<file path="src/rtl/ctrx_pkg.sv">
package ctrx_pkg;
  localparam int unsigned DEF_NONCE_W = 64;
  localparam int unsigned DEF_COUNT_W = 64;
  localparam int unsigned DEF_CIPH_LAT = 4;
endpackage

</file>
<file path="src/rtl/ctrx_counter_gen.sv">
module ctrx_counter_gen #(
  parameter int unsigned NONCE_W = ctrx_pkg::DEF_NONCE_W,
  parameter int unsigned COUNT_W = ctrx_pkg::DEF_COUNT_W,
  localparam int unsigned BLK_W = NONCE_W + COUNT_W
) (
  input  logic               clk,
  input  logic               rst,
  input  logic               load_i,
  input  logic [NONCE_W-1:0] nonce_i,
  input  logic [COUNT_W-1:0] start_i,
  input  logic               issue_i,
  output logic [BLK_W-1:0]   blk_o,
  output logic               wrap_o
);
  logic [NONCE_W-1:0] nonce_q, cur_nonce;
  logic [COUNT_W-1:0] cnt_q, start_q, cur_cnt, cur_start, nxt_cnt;
  logic               wrap_q;

  // a load takes effect in its own cycle so no slot is lost
  always_comb begin
    cur_nonce = load_i ? nonce_i : nonce_q;
    cur_cnt   = load_i ? start_i : cnt_q;
    cur_start = load_i ? start_i : start_q;
    nxt_cnt   = issue_i ? cur_cnt + COUNT_W'(1) : cur_cnt;
  end

  assign blk_o  = {cur_nonce, cur_cnt};
  assign wrap_o = wrap_q;

  always_ff @(posedge clk) begin
    if (rst) begin
      nonce_q <= '0;
      cnt_q   <= '0;
      start_q <= '0;
      wrap_q  <= 1'b0;
    end else begin
      nonce_q <= cur_nonce;
      cnt_q   <= nxt_cnt;
      start_q <= cur_start;
      wrap_q  <= (wrap_q & ~load_i) | (issue_i & (nxt_cnt == cur_start));
    end
  end
endmodule

</file>
<file path="src/rtl/ctrx_delay_line.sv">
module ctrx_delay_line #(
  parameter int unsigned W     = 128,
  parameter int unsigned DEPTH = ctrx_pkg::DEF_CIPH_LAT
) (
  input  logic         clk,
  input  logic         rst,
  input  logic         vld_i,
  input  logic [W-1:0] dat_i,
  output logic         vld_o,
  output logic [W-1:0] dat_o
);
  logic         vld_q [DEPTH];
  logic [W-1:0] dat_q [DEPTH];

  genvar g;
  generate
    for (g = 0; g < DEPTH; g++) begin : g_stage
      logic         vld_in;
      logic [W-1:0] dat_in;
      if (g == 0) begin : g_head
        assign vld_in = vld_i;
        assign dat_in = dat_i;
      end else begin : g_body
        assign vld_in = vld_q[g-1];
        assign dat_in = dat_q[g-1];
      end
      always_ff @(posedge clk) begin
        if (rst) begin
          vld_q[g] <= 1'b0;
          dat_q[g] <= '0;
        end else begin
          vld_q[g] <= vld_in;
          dat_q[g] <= dat_in;
        end
      end
    end
  endgenerate

  assign vld_o = vld_q[DEPTH-1];
  assign dat_o = dat_q[DEPTH-1];
endmodule

</file>
<file path="src/rtl/ctrx_mix.sv">
module ctrx_mix #(
  parameter int unsigned W = 128
) (
  input  logic         clk,
  input  logic         rst,
  input  logic         vld_i,
  input  logic [W-1:0] dat_i,
  input  logic [W-1:0] ks_i,
  output logic         vld_o,
  output logic [W-1:0] dat_o
);
  always_ff @(posedge clk) begin
    if (rst) begin
      vld_o <= 1'b0;
      dat_o <= '0;
    end else begin
      vld_o <= vld_i;
      dat_o <= vld_i ? (dat_i ^ ks_i) : '0;
    end
  end
endmodule

</file>
<file path="src/rtl/ctr_keystream_unit.sv">
module ctr_keystream_unit #(
  parameter int unsigned NONCE_W  = ctrx_pkg::DEF_NONCE_W,
  parameter int unsigned COUNT_W  = ctrx_pkg::DEF_COUNT_W,
  parameter int unsigned CIPH_LAT = ctrx_pkg::DEF_CIPH_LAT,
  localparam int unsigned BLK_W = NONCE_W + COUNT_W
) (
  input  logic               clk,
  input  logic               rst,
  input  logic               load_i,
  input  logic [NONCE_W-1:0] nonce_i,
  input  logic [COUNT_W-1:0] start_i,
  input  logic               din_vld_i,
  input  logic [BLK_W-1:0]   din_i,
  output logic [BLK_W-1:0]   ctr_blk_o,
  output logic               ctr_vld_o,
  input  logic [BLK_W-1:0]   ks_i,
  output logic               dout_vld_o,
  output logic [BLK_W-1:0]   dout_o,
  output logic               wrap_o
);
  logic             issue;
  logic             tap_vld;
  logic [BLK_W-1:0] tap_dat;

  assign issue     = din_vld_i & ~rst;
  assign ctr_vld_o = issue;

  ctrx_counter_gen #(.NONCE_W(NONCE_W), .COUNT_W(COUNT_W)) u_gen (
    .clk(clk), .rst(rst), .load_i(load_i), .nonce_i(nonce_i),
    .start_i(start_i), .issue_i(issue), .blk_o(ctr_blk_o), .wrap_o(wrap_o)
  );

  ctrx_delay_line #(.W(BLK_W), .DEPTH(CIPH_LAT)) u_dly (
    .clk(clk), .rst(rst), .vld_i(issue), .dat_i(din_i),
    .vld_o(tap_vld), .dat_o(tap_dat)
  );

  ctrx_mix #(.W(BLK_W)) u_mix (
    .clk(clk), .rst(rst), .vld_i(tap_vld), .dat_i(tap_dat), .ks_i(ks_i),
    .vld_o(dout_vld_o), .dat_o(dout_o)
  );
endmodule

</file>
<file path="config.mk">
export PLATFORM = sky130hd
export DESIGN_NAME = ctr_keystream_unit
export DESIGN_NICKNAME = d
export VERILOG_FILES = /design/src/rtl/ctrx_pkg.sv /design/src/rtl/ctrx_counter_gen.sv /design/src/rtl/ctrx_delay_line.sv /design/src/rtl/ctrx_mix.sv /design/src/rtl/ctr_keystream_unit.sv
export SDC_FILE = /design/constraint.sdc
export NUM_CORES = 1
export LEC_CHECK = 0
export BUFFER_PORTS_ARGS = -buffer_cell sky130_fd_sc_hd__buf_2
export CORE_AREA = 3 3 251 253
export DETAILED_ROUTE_END_ITERATION = 10
export DIE_AREA = 0 0 254 256
export PLACE_DENSITY = 0.67
export SETUP_SLACK_MARGIN = 0.3
export SKIP_LAST_GASP = 1
export SLEW_MARGIN = 10
export SYNTH_ARGS = -nofsm -noshare
export SYNTH_HDL_FRONTEND = slang
export SYNTH_HIERARCHICAL = 1
export SYNTH_SLANG_ARGS = --single-unit
export TNS_END_PERCENT = 10
</file>
<file path="constraint.sdc">
create_clock -name clk -period 7.7 [get_ports clk]
set_clock_uncertainty 0.1 [all_clocks]
set_input_delay 1.155 -clock clk [delete_from_list [all_inputs] [get_ports clk]]
set_output_delay 1.155 -clock clk [all_outputs]
set_load 0.005 [all_outputs]
</file>
**After elaboration in Yosys (flattened, before gate mapping)**

Memory sizes are Yosys's and may differ from the RTL's.
Cells that the tools add are included.

- Register bits: 322
- Bits in latches: 0
- Output and inout bits: 259
- Bits in read-only memories: 0
- Word-level logic and storage cells: 42
- RAM bits: 516
- Memories: 2
- Bits of input ports: 388

- Add/subtract/negate cells: 1
- Magnitude comparators: 0
- Mux-type cells: 15
- Bitwise logic cells: 16
- Reductions and logical operators: 1
- Equal/unequal tests: 1
- Shift operators: 0
- Divide/modulo/power cells: 0
- Multipliers: 0

Memory list:

| memory | words | width | read ports | clocked after memory_dff | write ports | line | source |
|---|---|---|---|---|---|---|---|
| u_dly.dat_q | 4 | 128 | 4 | 0 | 4 | ctrx_delay_line.sv:13 | `logic [W-1:0] dat_q [DEPTH];` |
| u_dly.vld_q | 4 | 1 | 4 | 0 | 4 | ctrx_delay_line.sv:12 | `logic vld_q [DEPTH];` |

Operators with widths:

| operator | number |
|---|---|
| 128-bit two-way mux | 4 |
| 64-bit two-way mux | 4 |
| 128-bit bitwise XOR | 1 |
| 64-bit by 1-bit adder with 64-bit output (second input constant) | 1 |
| 64-bit equality test | 1 |
| 1-bit bitwise OR | 9 |
| 1-bit two-way mux | 7 |
| 1-bit bitwise AND | 3 |
| 1-bit inverter | 3 |
| 2-bit OR reduction | 1 |

**Longest topological paths before layout**

Gate-level depths: netlist (run 1).

- Depth in word-level cells: 6
- Mapped depth: 26
- Mapped depth without buffers: 13

**Hierarchy**

The synthesis (run 1) kept the hierarchy.

By module, submodules not included:

| module | seq. area each (µm²) | times used | cells an instance | area an instance (µm²) |
|---|---|---|---|---|
| ctrx_delay_line | 10329.9 | 1 | 1089 | 13922.1 |
| ctrx_counter_gen | 3863.7 | 1 | 1277 | 10855.4 |
| ctrx_mix | 2582.5 | 1 | 401 | 4367.9 |
| ctr_keystream_unit | 0.0 | 1 | 1 | 13.8 |

**Worst setup path after synthesis (run 1)**

OpenSTA, ideal clock, no wires.

- Kind: input to register
- Start: in load_i
- End: reg u_gen.wrap_q (netlist: u_gen/wrap_o)
- Library setup time: 0.069 ns
- Setup slack: 1.106 ns
- Path buffers: 12
- Arrival: 6.425 ns
- Cell stages on the path: 25
- Data required time: 7.531 ns
- Cells stage by stage: buf_6 buf_6 buf_4 buf_4 buf_2 buf_2 buf_2 buf_2 buf_2 buf_2 buf_2 clkbuf_1 nand2_1 o21ai_0 ha_1 nand2_1 a2111oi_2 nand4_2 a2111oi_0 xnor2_1 nand4_1 nor4_1 o2111ai_1 or4_1 o21ai_1

- Word-level cells in the longest chain between the ends: 6
- Elaborated cells between the ends (all ways): 9
- Those cells by class: add/sub (1); eq/ne (1); mux (3); bitwise (4)

RTL lines:

| item | line | source |
|---|---|---|
| start, declared | ctr_keystream_unit.sv:9 | `input logic load_i,` |
| 64-bit two-way mux (*) | ctrx_counter_gen.sv:22 | `cur_cnt = load_i ? start_i : cnt_q;` |
| named net ctr_blk_o[1] | ctr_keystream_unit.sv:14 | `output logic [BLK_W-1:0] ctr_blk_o,` |
| 64-bit by 1-bit adder with 64-bit output | ctrx_counter_gen.sv:24 | `nxt_cnt = issue_i ? cur_cnt + COUNT_W'(1) : cur_cnt;` |
| 64-bit two-way mux (*) | ctrx_counter_gen.sv:24 |  |
| 64-bit equality test (*) | ctrx_counter_gen.sv:40 | `wrap_q <= (wrap_q & ~load_i) \| (issue_i & (nxt_cnt == cur_start));` |
| 1-bit bitwise AND (*) | ctrx_counter_gen.sv:40 |  |
| 1-bit bitwise OR (*) | ctrx_counter_gen.sv:40 |  |
| end signal, assigned | ctrx_counter_gen.sv:40 |  |
| end, declared | ctrx_counter_gen.sv:17 | `logic wrap_q;` |

Mark *: on every way through the listed nets, which the timed path passes. The rest lies on a longest branch.
A chain may end at the register's enable or synchronous reset.

**Worst setup path after layout (run 1)**

- Start: in load_i
- End: reg u_gen.wrap_q (netlist: u_gen/wrap_o)

- Word-level cells in the longest chain between the ends: 6
- Elaborated cells between the ends (all ways): 9
- Those cells by class: add/sub (1); eq/ne (1); mux (3); bitwise (4)

RTL lines:

| item | line |
|---|---|
| 64-bit two-way mux | ctrx_counter_gen.sv:22 |
| 64-bit by 1-bit adder with 64-bit output | ctrx_counter_gen.sv:24 |
| 64-bit two-way mux | ctrx_counter_gen.sv:24 |
| 64-bit equality test | ctrx_counter_gen.sv:40 |
| 1-bit bitwise AND | ctrx_counter_gen.sv:40 |
| 1-bit bitwise OR (*) | ctrx_counter_gen.sv:40 |

Every way passes the cells marked *; elsewhere a longest branch is shown, timed or not.

==> flow_summary.rst, run 1 <==
.. list-table::
   :header-rows: 1

   * - Metric
     - Value
   * - Iter 0 DRT Violations
     - 1493
   * - Fin util
     - 58.3%
   * - Top post-synthesis cells by count
     - dfxtp_1, nor2b_1, nor2_1, xnor2_1, nand2_1
   * - Crit Path Class
     - input port to flop
   * - Crit path cell chain
     - buf_8 -> nand2_1 -> o21ai_0 -> ha_1 -> nand2_1 -> a2111oi_2 -> buf_4 -> nand4_2 -> nor3_2 -> nand4_1 -> xnor2_1 -> a2111oi_0 -> nand4b_1 -> or4_1 -> o21ai_1
   * - Final-layout setup total negative slack
     - 0 ns
   * - Global-route usage over all layers
     - 22.8%
   * - Worst-path maximum fanout
     - 114
   * - Largest stage delay on the critical path
     - 0.65 ns
   * - Combinational Power Share
     - 7.3%
   * - Endpoint arrival time on the critical path
     - 5.84 ns
   * - Final worst slack
     - ~2.3 ns
   * - Vias per inst
     - 4.79
   * - Kind of end point of the critical path
     - flop
   * - Post-detailed-route DRC marker count
     - 0
   * - Slew at the pin closest to its max-slew limit
     - around 1.2 ns
   * - Cell internal power dissipation
     - 7.38 mW
   * - Tightest Hold Check Type
     - flop to flop
   * - Largest net degree at the start of global routing
     - around 120
   * - Total overflow reported by the global router
     - 0
   * - Core box area
     - roughly 61000 um^2
   * - Worst slew margin relative to its limit
     - between 20 and 25%
   * - First-pass GRT wire length
     - 115000 um
   * - Number of buffers created by CTS
     - 85
   * - Number of max-slew violations in the final report
     - 0
   * - Sequential fraction of the synthesis area
     - a little under three fifths
   * - Number of enable flip-flop cells after synthesis
     - 0
   * - Global-route met3 utilization
     - 6.84%
   * - Number of nets in the layout
     - between 3k and 4k
   * - Fraction of power consumed by sequential logic
     - a little under half
   * - Switching power total
     - 2.13 mW
   * - Final estimated routing congestion in global placement
     - 0.948
   * - Dominant cell by count in the synthesized netlist
     - dfxtp_1
   * - Clock-pin transition on the worst setup and hold timing paths
     - 0.06 ns
   * - Critical path startpoint category
     - input port
   * - Final Critical Period
     - about 5.4 ns
   * - Share of the clock period used by the worst path after layout
     - 70.0%
   * - Number of buffers inserted by hold repair at cts
     - 0
   * - Peak VDD IR
     - 0.173 mV
   * - Total power density per cell area
     - between 200 and 300 nW/um^2
   * - Leading post-synthesis cells by cell area
     - dfxtp_1, nor2b_1, xnor2_1, nor2_1, mux2_2
   * - Result of the run
     - finished clean
   * - Area added between synthesis and finish
     - 22.5%
   * - Post-synthesis register bit count
     - 838
   * - Area of the mapped netlist
     - 29200 um^2
   * - # port buffers
     - about 650
   * - Die area
     - 65000 um^2
   * - Overall die width
     - 254 um
   * - Count of mapped cells out of synthesis
     - about 2.8k
   * - Largest area contributor in the synthesized netlist
     - dfxtp_1
   * - Post-CTS setup-driven buffer insertion count
     - 0
   * - Number of unique standard cell types used by synthesis
     - 72
   * - Clock sinks
     - approximately 840
   * - Fraction of layout cells with a size suffix above 1
     - 26.0%
   * - Post-synthesis net count
     - 3157
   * - Endpoints failing hold
     - 0
   * - Number of primary I/O pins
     - around 650
   * - Met2 Track Usage GR
     - 37.0%
   * - Final wirelength
     - 76600 um
   * - Cell with the most instances on the worst path
     - nand2_1
   * - Top FF cell, synth
     - dfxtp_1
   * - Number of H-tree levels
     - 3
   * - Post-DP HPWL
     - about 57000 um
   * - Share of total power in the clock network
     - 44.8%
   * - Max-cap violations
     - 0
   * - Mean area per synthesized cell
     - approximately 11 um^2
   * - Row count
     - just over 90
   * - Endpoint required time on the critical path
     - 8.14 ns
   * - Async SR Flop Fraction
     - 0%
   * - Synth warn
     - 6
   * - Fin area
     - 35700 um^2
   * - Number of antenna violations at the first check in global routing
     - 26
   * - Post-CTS sizing
     - 0
   * - Top cell type's share of synthesized area
     - 57.5%
   * - Count of TritonRoute iterations in the first routing pass
     - 6
   * - Placement-stage cell area
     - 32700 um^2
   * - Leakage Power
     - 15.3 nW
   * - Count of nets left with antenna violations after detail routing
     - 0
   * - Via total after detailed routing
     - 20.4k
   * - Family with the most delay on the worst path
     - simple AND/OR/NAND/NOR gates
   * - Setup-failing EPs final
     - 0
   * - Crit path max-delay cell type
     - nor3_2
   * - Switching power as a share of total power
     - between 20% and 30%
   * - Global-route layer with the greatest usage
     - met2
   * - Met1 usage
     - 28.4%
   * - Skew-Pair Late Insertion Delay
     - 0.63 ns
   * - Routed WL per cell
     - roughly 18 um
   * - Setup repair after global routing missed its margin
     - no
   * - Initial Utilization
     - 47.6%
   * - Setup Slack @ Placement
     - ~1.8 ns
   * - Cell at the root of the clock tree
     - clkbuf_16
   * - Max Freq
     - 185 MHz
   * - Vias in the first global route
     - 20.3k
   * - Crit path buf inv count
     - 2
   * - TritonCTS clock tree
     - yes
   * - Buffer levels on the longest clock path
     - 3
   * - Die Ht
     - 256 um
cell usage in the layout (no fill, tap or decap), types with 11 or more instances in the layout:
cell type  instances
clkbuf_8          23
nand3_1           48
nand3b_1          21
nor3_1            22
a22oi_1           14
buf_2            644
o21ai_0           39
diode_2           14
nor4_1            13
a21oi_1           53
inv_1             65
nor2b_1          595
dfxtp_1          838
mux2i_1           57
xnor2_1          236
nand2_1           88
buf_4             13
clkbuf_16         86
nand4_1           28
xor2_1            40
nand2b_1          40
clkinv_2          19
clkbuf_1          11
nor2_1           260
mux2_2            73
worst reg2reg max path, delay by kind of cell, from the launching register on:
kind            cells  cell delay (ns)
compound gates      4             1.29
buf+inv             2             0.32
simple gates        6             2.13
fa+ha+maj           1             0.24
flops               1             0.38
xor+xnor            1             0.22
cell families after synthesis:
kind of cell,Yosys count,synth area share [%]
muxes,130,4.78
adders and majority gates,1,0.0429
AOI/OAI and AO/OA,160,3.51
buffers and inverters,202,3.69
xor gates and xnor gates,276,8.29
and+or+nand+nor,1161,22.2
DFF,838,57.5
sequential cells by signal (all words and copies together), names as in the netlist:
signal / cells
u_dly/dat_q: 512
u_dly/vld_q: 4
u_gen/cnt_q: 64
u_gen/nonce_q: 64
u_gen/start_q: 64
u_gen/wrap_o: 1
u_mix/dat_o: 128
u_mix/vld_o: 1
per-layer routing:
metal | wire length [um] | up-vias
met1 | 32200 | 9393
met2 | 35500 | 722
li1 | - | 10078
met4 | 2720 | 18
met3 | 6050 | 166
met5 | 137 | -
power by group through the flow:
stage	combinational [mW]	clock, mW	sequential, mW
final	0.697	4.27	4.55
after CTS	0.697	4.38	4.55
after global routing	0.763	4.56	4.56
after detailed placement	0.692	0	4.65
after global placement	0.687	0	4.64
after floorplan	0.427	0	4.62
final cells by class:
| class | instances | area (um^2) |
|---|---|---|
| repair buffers | 660 | 3370 |
| clock buffers | 120 | 2510 |
| diodes | 14 | 35.0 |
| clock inverters | 35 | 479 |
| well taps | 790 | 988 |
| fillers | 5281 | 25500 |
| inverters | 65 | 244 |
| multi-input cells | 1728 | 11300 |
| flip-flops and latches | 838 | 16800 |
stage by stage:
stage	power (mW)	hold WS (ns)	std cells
4_1_cts	9.63	0.316	4236
5_1_grt	9.89	0.334	4246
2_1_floorplan	5.05	0.314	2768
6_report	9.51	0.316	4250
3_5_place_dp	5.34	0.320	4081
3_3_place_gp	5.33	0.316	4081
worst paths after layout:
kind,cells after the start,endpoint,slack [ns],from
max reg2reg,14,u_gen/wrap_o,2.95,u_gen/cnt_q[0]
min,1,u_dly/dat_q[2][113],0.32,u_dly/dat_q[1][113]
min reg2reg,1,u_dly/dat_q[2][113],0.32,u_dly/dat_q[1][113]
max,15,u_gen/wrap_o,2.31,load_i
(Power assumes the default switching activity.)
==> run 2: changes to the inputs <==
Clock period 7.7 ns to 5.53 ns, I/O delays scaled along.
==> run 2 against run 1 <==
Non-clock buffer count increased by 21. Design area grew 0.40%. Wire length decreased by 0.75%. Total power rose by 37%. Utilization rose by 0.23 points.
==> flow_summary.rst, run 2 (synthesized netlist as in run 1, its figures left out) <==
.. list-table::
   :header-rows: 1

   * - Metric
     - Value
   * - Cell at the root of the clock tree
     - clkbuf_16
   * - Vias in the first global route
     - 20.0k
   * - Crit path cell chain
     - buf_8 -> nand2_1 -> o21ai_4 -> ha_2 -> nand2_2 -> a2111oi_4 -> nand4_1 -> nor4_1 -> nand4_1 -> mux2_2 -> a22o_1 -> nand4b_1 -> or4_1 -> o21ai_1
   * - Largest stage delay on the critical path
     - 0.60 ns
   * - Worst slew margin relative to its limit
     - 26.6%
   * - Slew at the pin closest to its max-slew limit
     - 1.10 ns
   * - Routed WL per cell
     - 17.8 um
   * - Number of buffers created by CTS
     - between 80 and 90
   * - Share of the clock period used by the worst path after layout
     - 81.4%
   * - Post-CTS setup-driven buffer insertion count
     - 0
   * - Core box area
     - 61300 um^2
   * - Post-detailed-route DRC marker count
     - 0
   * - Clock sinks
     - 838
   * - Leakage Power
     - 15.3 nW
   * - Crit Path Class
     - input port to flop
   * - Count of nets left with antenna violations after detail routing
     - 0
   * - # port buffers
     - 646
   * - Number of antenna violations at the first check in global routing
     - 18
   * - Setup Slack @ Placement
     - approximately 0.53 ns
   * - Global-route usage over all layers
     - 22.6%
   * - Buffer levels on the longest clock path
     - 3
   * - Highest-count cells in the layout ignoring fill and taps
     - dfxtp_1, buf_2, nor2b_1
   * - Total overflow reported by the global router
     - 0
   * - Final wirelength
     - 76000 um
   * - Area taken by flip-flops and latches
     - 16800 um^2
   * - Most flop-heavy register
     - u_dly/dat_q
   * - Count of TritonRoute iterations in the first routing pass
     - 6
   * - Row count
     - 91
   * - Setup-failing EPs final
     - 0
   * - Area taken by multi-input logic gates
     - 11400 um^2
   * - Tightest Hold Check Type
     - flop to flop
   * - Number of max-slew violations in the final report
     - 0
   * - Crit path buf inv count
     - 1
   * - Clock-pin transition on the worst setup and hold timing paths
     - 0.06 ns
   * - Final estimated routing congestion in global placement
     - just over 0.9
   * - Critical path startpoint category
     - input port
   * - Max reg flops
     - 512
   * - Setup repair after global routing missed its margin
     - no
   * - Endpoint required time on the critical path
     - 5.97 ns
   * - Total power density per cell area
     - 364 nW/um^2
   * - Post-DP HPWL
     - 57100 um
   * - Worst hold slack across all endpoints
     - 0.310 ns
   * - Crit. Startpoint
     - load_i
   * - Max-cap violations
     - 0
   * - Fraction of layout cells with a size suffix above 1
     - 26.3%
   * - Fillcell total
     - 5347
   * - Initial Utilization
     - a little under half
   * - Number of primary I/O pins
     - around 650
   * - Overall die width
     - 254 um
   * - Leading cell type in the layout, fill and taps excluded
     - dfxtp_1
   * - Crit path max-delay cell type
     - nor4_1
   * - Number of nets in the layout
     - 3787
   * - Endpoint arrival time on the critical path
     - a little under 5 ns
   * - Worst-path maximum fanout
     - slightly above 90
   * - Via total after detailed routing
     - 20.4k
   * - Peak VDD IR
     - about 0.23 mV
   * - Post-CTS sizing
     - 0
   * - Beginning of the worst hold path
     - u_dly/dat_q[1][89]
   * - Die Ht
     - 256 um
   * - Result of the run
     - finished clean
   * - Endpoints failing hold
     - 0
   * - Number of H-tree levels
     - 3
   * - Final-layout setup total negative slack
     - 0 ns
   * - Final Critical Period
     - 4.50 ns
   * - Die area
     - 65000 um^2
   * - Largest net degree at the start of global routing
     - 249
   * - Number of buffers inserted by hold repair at cts
     - 0
   * - First-pass GRT wire length
     - ~110000 um
   * - Vias per inst
     - 4.78
   * - Area added between synthesis and finish
     - 22.9%
   * - Cell with the most instances on the worst path
     - nand4_1
   * - Family with the most delay on the worst path
     - simple AND/OR/NAND/NOR gates
   * - Regs by FF count
     - u_dly/dat_q x512, u_mix/dat_o x128
   * - Reg-to-Reg Start
     - u_gen/cnt_q[0]
   * - Skew-Pair Late Insertion Delay
     - 0.62 ns
   * - Iter 0 DRT Violations
     - roughly 1.4k
   * - Kind of end point of the critical path
     - flop
   * - Final worst slack
     - 1.03 ns
   * - TritonCTS clock tree
     - yes
   * - Max Freq
     - 222 MHz
==> run 2: cell count changes in the layout (fill, tap and decap cells not counted), moves of 2 or more <==
cell       change
buf_4         +19
clkbuf_8       -6
o21ai_0        -2
inv_16         -3
clkinv_8       +2
o21ai_4        +2
clkinv_2       -2
clkbuf_16      -2
clkbuf_1      +10
buf_12         +2
clkinv_16      +2
==> run 2: final timing paths <==
kind | slack (ns) | endpoint | depth (start not counted)
min reg2reg | 0.31 | u_dly/dat_q[2][89] | 1
min | 0.31 | u_dly/dat_q[2][89] | 1
max reg2reg | 1.38 | u_gen/wrap_o | 13
max | 1.03 | u_gen/wrap_o | 14
==> run 2: layer usage <==
metal | vias to the layer above | wire [um] | GRT usage [%]
met3 | 125 | 5660 | 5.02
li1 | 10124 | - | -
met5 | - | 41 | 0
met2 | 728 | 35800 | 37.5
met1 | 9447 | 32600 | 29.4
met4 | 6 | 1890 | 6.85
==> run 2: where the power goes <==
| group | total (mW) | internal, mW | switching (mW) |
|---|---|---|---|
| Clock | 5.74 | 3.40 | 2.35 |
| Combinational | 0.981 | 0.468 | 0.513 |
| Sequential | 6.34 | 6.25 | 0.0861 |
| Total | 13.1 | 10.1 | 2.95 |
==> run 2: area by class of cell <==
cell class                 instances  area share [%]
sequential                       838            46.8
clock buffer                     122            6.74
tap                              790            2.76
inverter                          65           0.681
clock inverter                    33            1.32
timing repair buffer             681            9.91
antenna                           14          0.0977
multi-input combinational       1728            31.7
==> run 2: stage by stage <==
stage                     utilization, %  power, mW  instances  area [um^2]
after floorplan                        -       7.05       2768        29300
after global placement              53.8       7.43       4102        32900
after detailed placement            53.8       7.44       4102        32900
after CTS                           58.5       13.2       4257        35800
after global routing                58.5       13.6       4266        35800
final                               58.5       13.1       4271        35900
